**src/rtl/i2cm_reg_pkg.sv**
```systemverilog
package i2cm_reg_pkg;
  localparam int unsigned ADR_PRE_LO = 0;
  localparam int unsigned ADR_PRE_HI = 1;
  localparam int unsigned ADR_CTRL   = 2;
  localparam int unsigned ADR_DATA   = 3;
  localparam int unsigned ADR_CMDST  = 4;
  localparam int unsigned NUM_REGS   = 5;

  // control bit positions
  localparam int unsigned CTRL_EN  = 7;
  localparam int unsigned CTRL_IEN = 6;
  // command bit positions
  localparam int unsigned CMD_STA  = 7;
  localparam int unsigned CMD_STO  = 6;
  localparam int unsigned CMD_RD   = 5;
  localparam int unsigned CMD_WR   = 4;
  localparam int unsigned CMD_NACK = 3;
  localparam int unsigned CMD_IACK = 0;
  // status bit positions
  localparam int unsigned ST_RXNACK = 7;
  localparam int unsigned ST_BUSY   = 6;
  localparam int unsigned ST_TIP    = 1;
  localparam int unsigned ST_IRQ    = 0;

  typedef struct packed {
    logic sta;
    logic sto;
    logic rd;
    logic wr;
    logic nack;
  } cmd_t;
endpackage

```
**src/rtl/i2cm_wb_port.sv**
```systemverilog
module i2cm_wb_port (
  input  logic clk_i,
  input  logic rst_i,
  input  logic stb_i,
  input  logic cyc_i,
  input  logic we_i,
  output logic ack_o,
  output logic wr_o,
  output logic rd_o
);
  logic ack_q;
  logic access;

  assign access = stb_i & cyc_i & ~ack_q;
  assign wr_o   = access & we_i;
  assign rd_o   = access & ~we_i;
  assign ack_o  = ack_q;

  always_ff @(posedge clk_i or posedge rst_i) begin
    if (rst_i) ack_q <= 1'b0;
    else       ack_q <= access;
  end
endmodule

```
**src/rtl/i2cm_cfg_regs.sv**
```systemverilog
module i2cm_cfg_regs #(
  parameter int unsigned DATA_W = 8
) (
  input  logic                clk_i,
  input  logic                rst_i,
  input  logic                wr_pre_lo_i,
  input  logic                wr_pre_hi_i,
  input  logic                wr_ctrl_i,
  input  logic                wr_data_i,
  input  logic [DATA_W-1:0]   wdat_i,
  output logic [2*DATA_W-1:0] prescale_o,
  output logic                en_o,
  output logic                ien_o,
  output logic [DATA_W-1:0]   tx_o
);
  import i2cm_reg_pkg::*;

  logic [DATA_W-1:0] pre_lo_q, pre_hi_q, tx_q;
  logic              en_q, ien_q;

  always_ff @(posedge clk_i or posedge rst_i) begin
    if (rst_i) begin
      pre_lo_q <= '1;
      pre_hi_q <= '1;
      en_q     <= 1'b0;
      ien_q    <= 1'b0;
      tx_q     <= '0;
    end else begin
      // prescale frozen while the core runs
      if (wr_pre_lo_i && !en_q) pre_lo_q <= wdat_i;
      if (wr_pre_hi_i && !en_q) pre_hi_q <= wdat_i;
      if (wr_ctrl_i) begin
        en_q  <= wdat_i[CTRL_EN];
        ien_q <= wdat_i[CTRL_IEN];
      end
      if (wr_data_i) tx_q <= wdat_i;
    end
  end

  assign prescale_o = {pre_hi_q, pre_lo_q};
  assign en_o       = en_q;
  assign ien_o      = ien_q;
  assign tx_o       = tx_q;
endmodule

```
**src/rtl/i2cm_cmd_stat.sv**
```systemverilog
module i2cm_cmd_stat #(
  parameter int unsigned DATA_W = 8
) (
  input  logic                clk_i,
  input  logic                rst_i,
  input  logic                wr_cmd_i,
  input  logic [DATA_W-1:0]   wdat_i,
  input  logic                en_i,
  input  logic                done_i,
  output i2cm_reg_pkg::cmd_t  cmd_o,
  output logic                irq_flag_o
);
  import i2cm_reg_pkg::*;

  cmd_t cmd_q;
  logic irq_q;
  cmd_t cmd_new;

  always_comb begin
    cmd_new.sta  = wdat_i[CMD_STA];
    cmd_new.sto  = wdat_i[CMD_STO];
    cmd_new.rd   = wdat_i[CMD_RD];
    cmd_new.wr   = wdat_i[CMD_WR];
    cmd_new.nack = wdat_i[CMD_NACK];
  end

  always_ff @(posedge clk_i or posedge rst_i) begin
    if (rst_i) begin
      cmd_q <= '0;
      irq_q <= 1'b0;
    end else begin
      if (!en_i)         cmd_q <= '0;
      else if (wr_cmd_i) cmd_q <= cmd_new;
      else if (done_i)   cmd_q <= '0;

      if (done_i)                              irq_q <= 1'b1;
      else if (wr_cmd_i && wdat_i[CMD_IACK])   irq_q <= 1'b0;
    end
  end

  assign cmd_o      = cmd_q;
  assign irq_flag_o = irq_q;
endmodule

```
**src/rtl/i2cm_regfile.sv**
```systemverilog
module i2cm_regfile #(
  parameter int unsigned ADR_W           = 3,
  parameter int unsigned DATA_W          = 8,
  parameter bit          RST_ACTIVE_HIGH = 1'b1
) (
  input  logic                clk_i,
  input  logic                arst_i,
  input  logic [ADR_W-1:0]    wb_adr_i,
  input  logic [DATA_W-1:0]   wb_dat_i,
  input  logic                wb_we_i,
  input  logic                wb_stb_i,
  input  logic                wb_cyc_i,
  output logic [DATA_W-1:0]   wb_dat_o,
  output logic                wb_ack_o,
  output logic [2*DATA_W-1:0] prescale_o,
  output logic                core_en_o,
  output logic                irq_o,
  output logic [DATA_W-1:0]   tx_byte_o,
  output logic                cmd_start_o,
  output logic                cmd_stop_o,
  output logic                cmd_read_o,
  output logic                cmd_write_o,
  output logic                cmd_nack_o,
  input  logic                op_done_i,
  input  logic [DATA_W-1:0]   rx_byte_i,
  input  logic                rx_nack_i,
  input  logic                bus_busy_i
);
  import i2cm_reg_pkg::*;

  localparam int unsigned SLOTS = 1 << ADR_W;

  logic                rst;
  logic                wr_acc, rd_acc;
  logic [SLOTS-1:0]    wsel;
  logic                ien, irq_flag;
  cmd_t                cmd;
  logic [DATA_W-1:0]   ctrl_rd, stat_rd, rd_mux;
  logic [DATA_W-1:0]   dat_q;

  assign rst = RST_ACTIVE_HIGH ? arst_i : ~arst_i;

  i2cm_wb_port u_port (
    .clk_i (clk_i),
    .rst_i (rst),
    .stb_i (wb_stb_i),
    .cyc_i (wb_cyc_i),
    .we_i  (wb_we_i),
    .ack_o (wb_ack_o),
    .wr_o  (wr_acc),
    .rd_o  (rd_acc)
  );

  for (genvar g = 0; g < SLOTS; g++) begin : g_dec
    assign wsel[g] = wr_acc && (wb_adr_i == ADR_W'(g));
  end

  i2cm_cfg_regs #(.DATA_W(DATA_W)) u_cfg (
    .clk_i       (clk_i),
    .rst_i       (rst),
    .wr_pre_lo_i (wsel[ADR_PRE_LO]),
    .wr_pre_hi_i (wsel[ADR_PRE_HI]),
    .wr_ctrl_i   (wsel[ADR_CTRL]),
    .wr_data_i   (wsel[ADR_DATA]),
    .wdat_i      (wb_dat_i),
    .prescale_o  (prescale_o),
    .en_o        (core_en_o),
    .ien_o       (ien),
    .tx_o        (tx_byte_o)
  );

  i2cm_cmd_stat #(.DATA_W(DATA_W)) u_cmd (
    .clk_i      (clk_i),
    .rst_i      (rst),
    .wr_cmd_i   (wsel[ADR_CMDST]),
    .wdat_i     (wb_dat_i),
    .en_i       (core_en_o),
    .done_i     (op_done_i),
    .cmd_o      (cmd),
    .irq_flag_o (irq_flag)
  );

  always_comb begin
    ctrl_rd           = '0;
    ctrl_rd[CTRL_EN]  = core_en_o;
    ctrl_rd[CTRL_IEN] = ien;
    stat_rd            = '0;
    stat_rd[ST_RXNACK] = rx_nack_i;
    stat_rd[ST_BUSY]   = bus_busy_i;
    stat_rd[ST_TIP]    = cmd.rd | cmd.wr;
    stat_rd[ST_IRQ]    = irq_flag;
    unique case (int'(wb_adr_i))
      ADR_PRE_LO: rd_mux = prescale_o[DATA_W-1:0];
      ADR_PRE_HI: rd_mux = prescale_o[2*DATA_W-1:DATA_W];
      ADR_CTRL:   rd_mux = ctrl_rd;
      ADR_DATA:   rd_mux = rx_byte_i;
      ADR_CMDST:  rd_mux = stat_rd;
      default:    rd_mux = '0;
    endcase
  end

  always_ff @(posedge clk_i or posedge rst) begin
    if (rst)         dat_q <= '0;
    else if (rd_acc) dat_q <= rd_mux;
  end

  assign wb_dat_o    = dat_q;
  assign irq_o       = irq_flag & ien;
  assign cmd_start_o = cmd.sta;
  assign cmd_stop_o  = cmd.sto;
  assign cmd_read_o  = cmd.rd;
  assign cmd_write_o = cmd.wr;
  assign cmd_nack_o  = cmd.nack;
endmodule

```
**config.mk**
```make
export PLATFORM = sky130hd
export DESIGN_NAME = i2cm_regfile
export DESIGN_NICKNAME = d
export VERILOG_FILES = /design/src/rtl/i2cm_reg_pkg.sv /design/src/rtl/i2cm_wb_port.sv /design/src/rtl/i2cm_cfg_regs.sv /design/src/rtl/i2cm_cmd_stat.sv /design/src/rtl/i2cm_regfile.sv
export SDC_FILE = /design/constraint.sdc
export NUM_CORES = 1
export LEC_CHECK = 0
export BUFFER_PORTS_ARGS = -buffer_cell sky130_fd_sc_hd__buf_2
export CORE_MARGIN = 2
export CORE_UTILIZATION = 49
export CTS_BUF_LIST = sky130_fd_sc_hd__clkbuf_4 sky130_fd_sc_hd__clkbuf_8 sky130_fd_sc_hd__clkbuf_16
export CTS_CLUSTER_SIZE = 14
export DETAILED_ROUTE_END_ITERATION = 8
export PLACE_DENSITY = 0.77
export SYNTH_ARGS = -nofsm -noshare
export SYNTH_HDL_FRONTEND = slang
export SYNTH_SLANG_ARGS = --single-unit
```
**constraint.sdc**
```tcl
create_clock -name clk_i -period 1.4 [get_ports clk_i]
set_input_delay 0.42 -clock clk_i [delete_from_list [all_inputs] [get_ports clk_i]]
set_output_delay 0.42 -clock clk_i [all_outputs]
set_load 0.005 [all_outputs]
```
==> results.tsv <==
stage	metric	value	unit
logic_synthesis	synth_nets	187	
placed_design	portBuffers	66	
timing	skew	0.00418	ns
drt	wl_per_cell	14.6	um
worst_setup_path	reg2reg_to	u_cfg.tx_o[6]	
worst_setup_path	cp-start-kind	register	
finish	area_growth	34.6	%
timing	min_period	1.41	ns
global_route	overflow	0	
global_route	grt_max_degree	42	
worst_setup_path	worstPathCellList	and4b_2, buf_6, nand3_2, mux2_2	
finish	multiInputGateArea	815	um2
worst_setup_path	crit_family	simple AND/OR/NAND/NOR gates	
worst_setup_path	r2r_cells	4	
drt	drtIter0Drc	69	
run_status	status	complete, but fails checks	
worst_setup_path	worstPathArrival	1.59	ns
global_route	track_usage	20.9	%
floorplan	die_h	66.0	um
power_and_ir_drop	peakVddDrop	0.877	mV
finish	final_common_cell	buf_2	
worst_setup_path	max_stage_delay	0.39	ns
floorplan	fp.dieW	66.0	um
finish	drive_gt1_share	59.9	%
floorplan	ios	67	
cts	cts_root_buf	clkbuf_8	
cts	tritoncts	done	
worst_setup_path	rrSetupSlack	-0.01	ns
finish	fin_area	2530	um2
global_route	grt_use_met1	27.0	%
finish	ff_latch_area	1050	um2
logic_synthesis	yosys_register_bits	41	
timing	max_freq	0.709	GHz
timing	fin_ws	-0.00962	ns
floorplan	fp-row-count	22	
drt	drc	0	
drt	vias	1556	
cts	cts_sinks	41	
worst_setup_path	critPathRequiredTime	1.58	ns
cts	ctsHoldBuffers	0	
logic_synthesis	post_synth_instance_area	1880	um2
drt	drt-pass1-iter-count	4	
worst_setup_path	endpoint_kind	register	
logic_synthesis	yosysWarnings	0	
worst_setup_path	path_depth	4	
power_and_ir_drop	powerDensity	1200	nW/um2
hold_path	min_path_type	in -> async	
worst_setup_path	crit_fanout	4	
finish	fill_cells	289	
job	drv_cap	0	
global_route	top_usage_layer	met2	
global_route	antenna_found_initial	0	
worst_setup_path	worstReg2RegStart	u_port.ack_o	
placed_design	gp_congestion	0.751	
finish	final_cell_mix	buf_2 (66), mux2_2 (28), dfrtp_1 (25), buf_4 (17)	
timing	rsz0062_at_grt	true	
floorplan	dieArea	4350	um2
global_route	grtUsageMet3	5.28	%
worst_setup_path	cp_slowest_cell	dfrtp_1	
power_and_ir_drop	leakage	1.26	nW
timing	slew_viol_final	0	
placed_design	dp_hpwl	3.14	mm
global_route	grt_pass1_wl	6.79	mm
worst_setup_path	criticalPathCategory	reg -> reg	
worst_setup_path	path_buf_inv	1	
finish	final_util	68.7	%
timing	fin_crit_sh	101	%
logic_synthesis	synth_cells	160	
cts	clockBufferDepth	2	
floorplan	coreArea	3690	um2
cts	numCtsBuffers	5	
cts	clk_latency	0.29	ns
run_status	violations	setup timing	
global_route	grt_pass1_vias	1471	
timing	setup_violations	2	
finish	fin_nets	273	
cts	h-tree-depth	2	
cts	cts.reportedPaths.clkPinSlew	0.08	ns
global_route	use_met2	34.2	%
drt	routed_via_density	5.27	
timing	worst_slew_pin_slew	0.301	ns
floorplan	initial_core_util	51.0	%
logic_synthesis	seq_area_frac_synth	55.6	%
finish	diodes	0	
timing	hold_violations	0	
drt	ant_nets	0	
drt	wirelength	4.31	mm
logic_synthesis	ys_types	26	
timing	max-slew-margin-rel	79.9	%
logic_synthesis	syn_area_per_cell	11.8	um2
placed_design	dpl-instance-area	2360	um2
==> Yosys cell counts <==
master	n	share of area, %
a31oi_1	1	0.33
nand2b_1	4	1.3
inv_1	3	0.60
dfrtp_1	25	33
nand3b_1	1	0.40
buf_4	1	0.40
mux2i_1	5	2.7
nand3_4	1	0.93
nor2b_1	1	0.33
dfstp_2	16	22
o21ai_0	16	4.3
nand4b_1	1	0.47
and2_1	1	0.33
buf_2	6	1.6
nand2_1	8	1.6
nor2_1	12	2.4
a221oi_1	1	0.47
a22o_1	4	1.9
clkbuf_1	1	0.20
nand3_1	11	2.9
nand3_2	2	1.1
a21oi_1	8	2.1
mux2_2	28	17
or2_0	1	0.33
and2b_4	1	0.53
and4b_1	1	0.53
==> what timing repair did <==
| item | in CTS | in global routing |
|---|---|---|
| setup endpoints to repair | 16 | 32 |
| pin swaps | 1 | 0 |
| gates resized for setup | 4 | 5 |
| cloned | 1 | 0 |
| hold endpoints to repair | 0 | 0 |
| buffers inserted | 0 | 4 |
==> sequential cells by signal (all words and copies together) (netlist names) <==
name and count:
u_port.ack_o 1, wb_dat_o 8, u_cfg.tx_o 8, u_cfg.pre_hi_q 8
u_cmd.irq_flag_o 1, u_cfg.ien_o 1, u_cfg.en_o 1, u_cmd.cmd_o 5
u_cfg.pre_lo_q 8
==> metrics by stage <==
stage	setup slack, ns	instances	TNS (ns)	power (W)	hold slack [ns]
2_1_floorplan	0.0605	160	0	0.00186	0.472
3_3_place_gp	-0.137	282	-3.04	0.00217	0.481
3_5_place_dp	-0.161	282	-3.39	0.00219	0.490
4_1_cts	0.00109	291	0	0.00304	0.179
5_1_grt	-0.0312	295	-0.430	0.00320	0.185
6_report	-0.00962	295	-0.0140	0.00305	0.170
==> layer usage <==
layer / routed length, um / vias up
met4: 53 / 0
met1: 1950 / 752
li1: - / 746
met2: 2060 / 52
met3: 244 / 6
met5: 0 / -
==> power by group <==
group | internal [W] | switching [W] | leakage (nW) | total, W
sequential | 0.00142 | 0.000113 | 0.489 | 0.00154
clock | 0.000446 | 0.000399 | 0.0542 | 0.000844
combinational | 0.000376 | 0.000295 | 0.715 | 0.000671
total | 0.00225 | 0.000806 | 1.26 | 0.00305
==> worst max-delay path by stage <==
stage,start,endpoint,slack [ns]
floorplan,arst_i,u_cfg.en_o,0.06
global placement,wb_we_i,u_cfg.tx_o[3],-0.14
detailed placement,wb_we_i,u_cfg.pre_lo_q[2],-0.16
CTS,u_port.ack_o,u_cfg.tx_o[6],0.001
global route,u_port.ack_o,u_cfg.pre_lo_q[2],-0.03
finish,u_port.ack_o,u_cfg.tx_o[6],-0.01
==> final cells by class <==
class | count | share of cell area (%)
flip-flops and latches | 41 | 41.3
inverters | 3 | 0.444
multi-input cells | 109 | 32.1
well taps | 48 | 2.37
clock inverters | 1 | 0.198
repair buffers | 86 | 19.8
clock buffers | 7 | 3.80
==> worst reg2reg max path, delay by kind of cell (launching register included) <==
family	cells	cell delay, ns
flip-flops	1	0.39
AND/OR/NAND/NOR	2	0.47
buffers and inverters	1	0.15
multiplexers	1	0.29
==> kinds of logic (layout without fill, tap and decap cells) <==
group	after synthesis	after routing	synth area share, %
DFF	41	41	55.6
and+or+nand+nor	45	46	13.2
muxes	33	33	19.4
AOI/OAI and AO/OA	30	30	9.04
buffers and inverters	11	97	2.79
No activity file was read; power rests on OpenSTA's default activity.
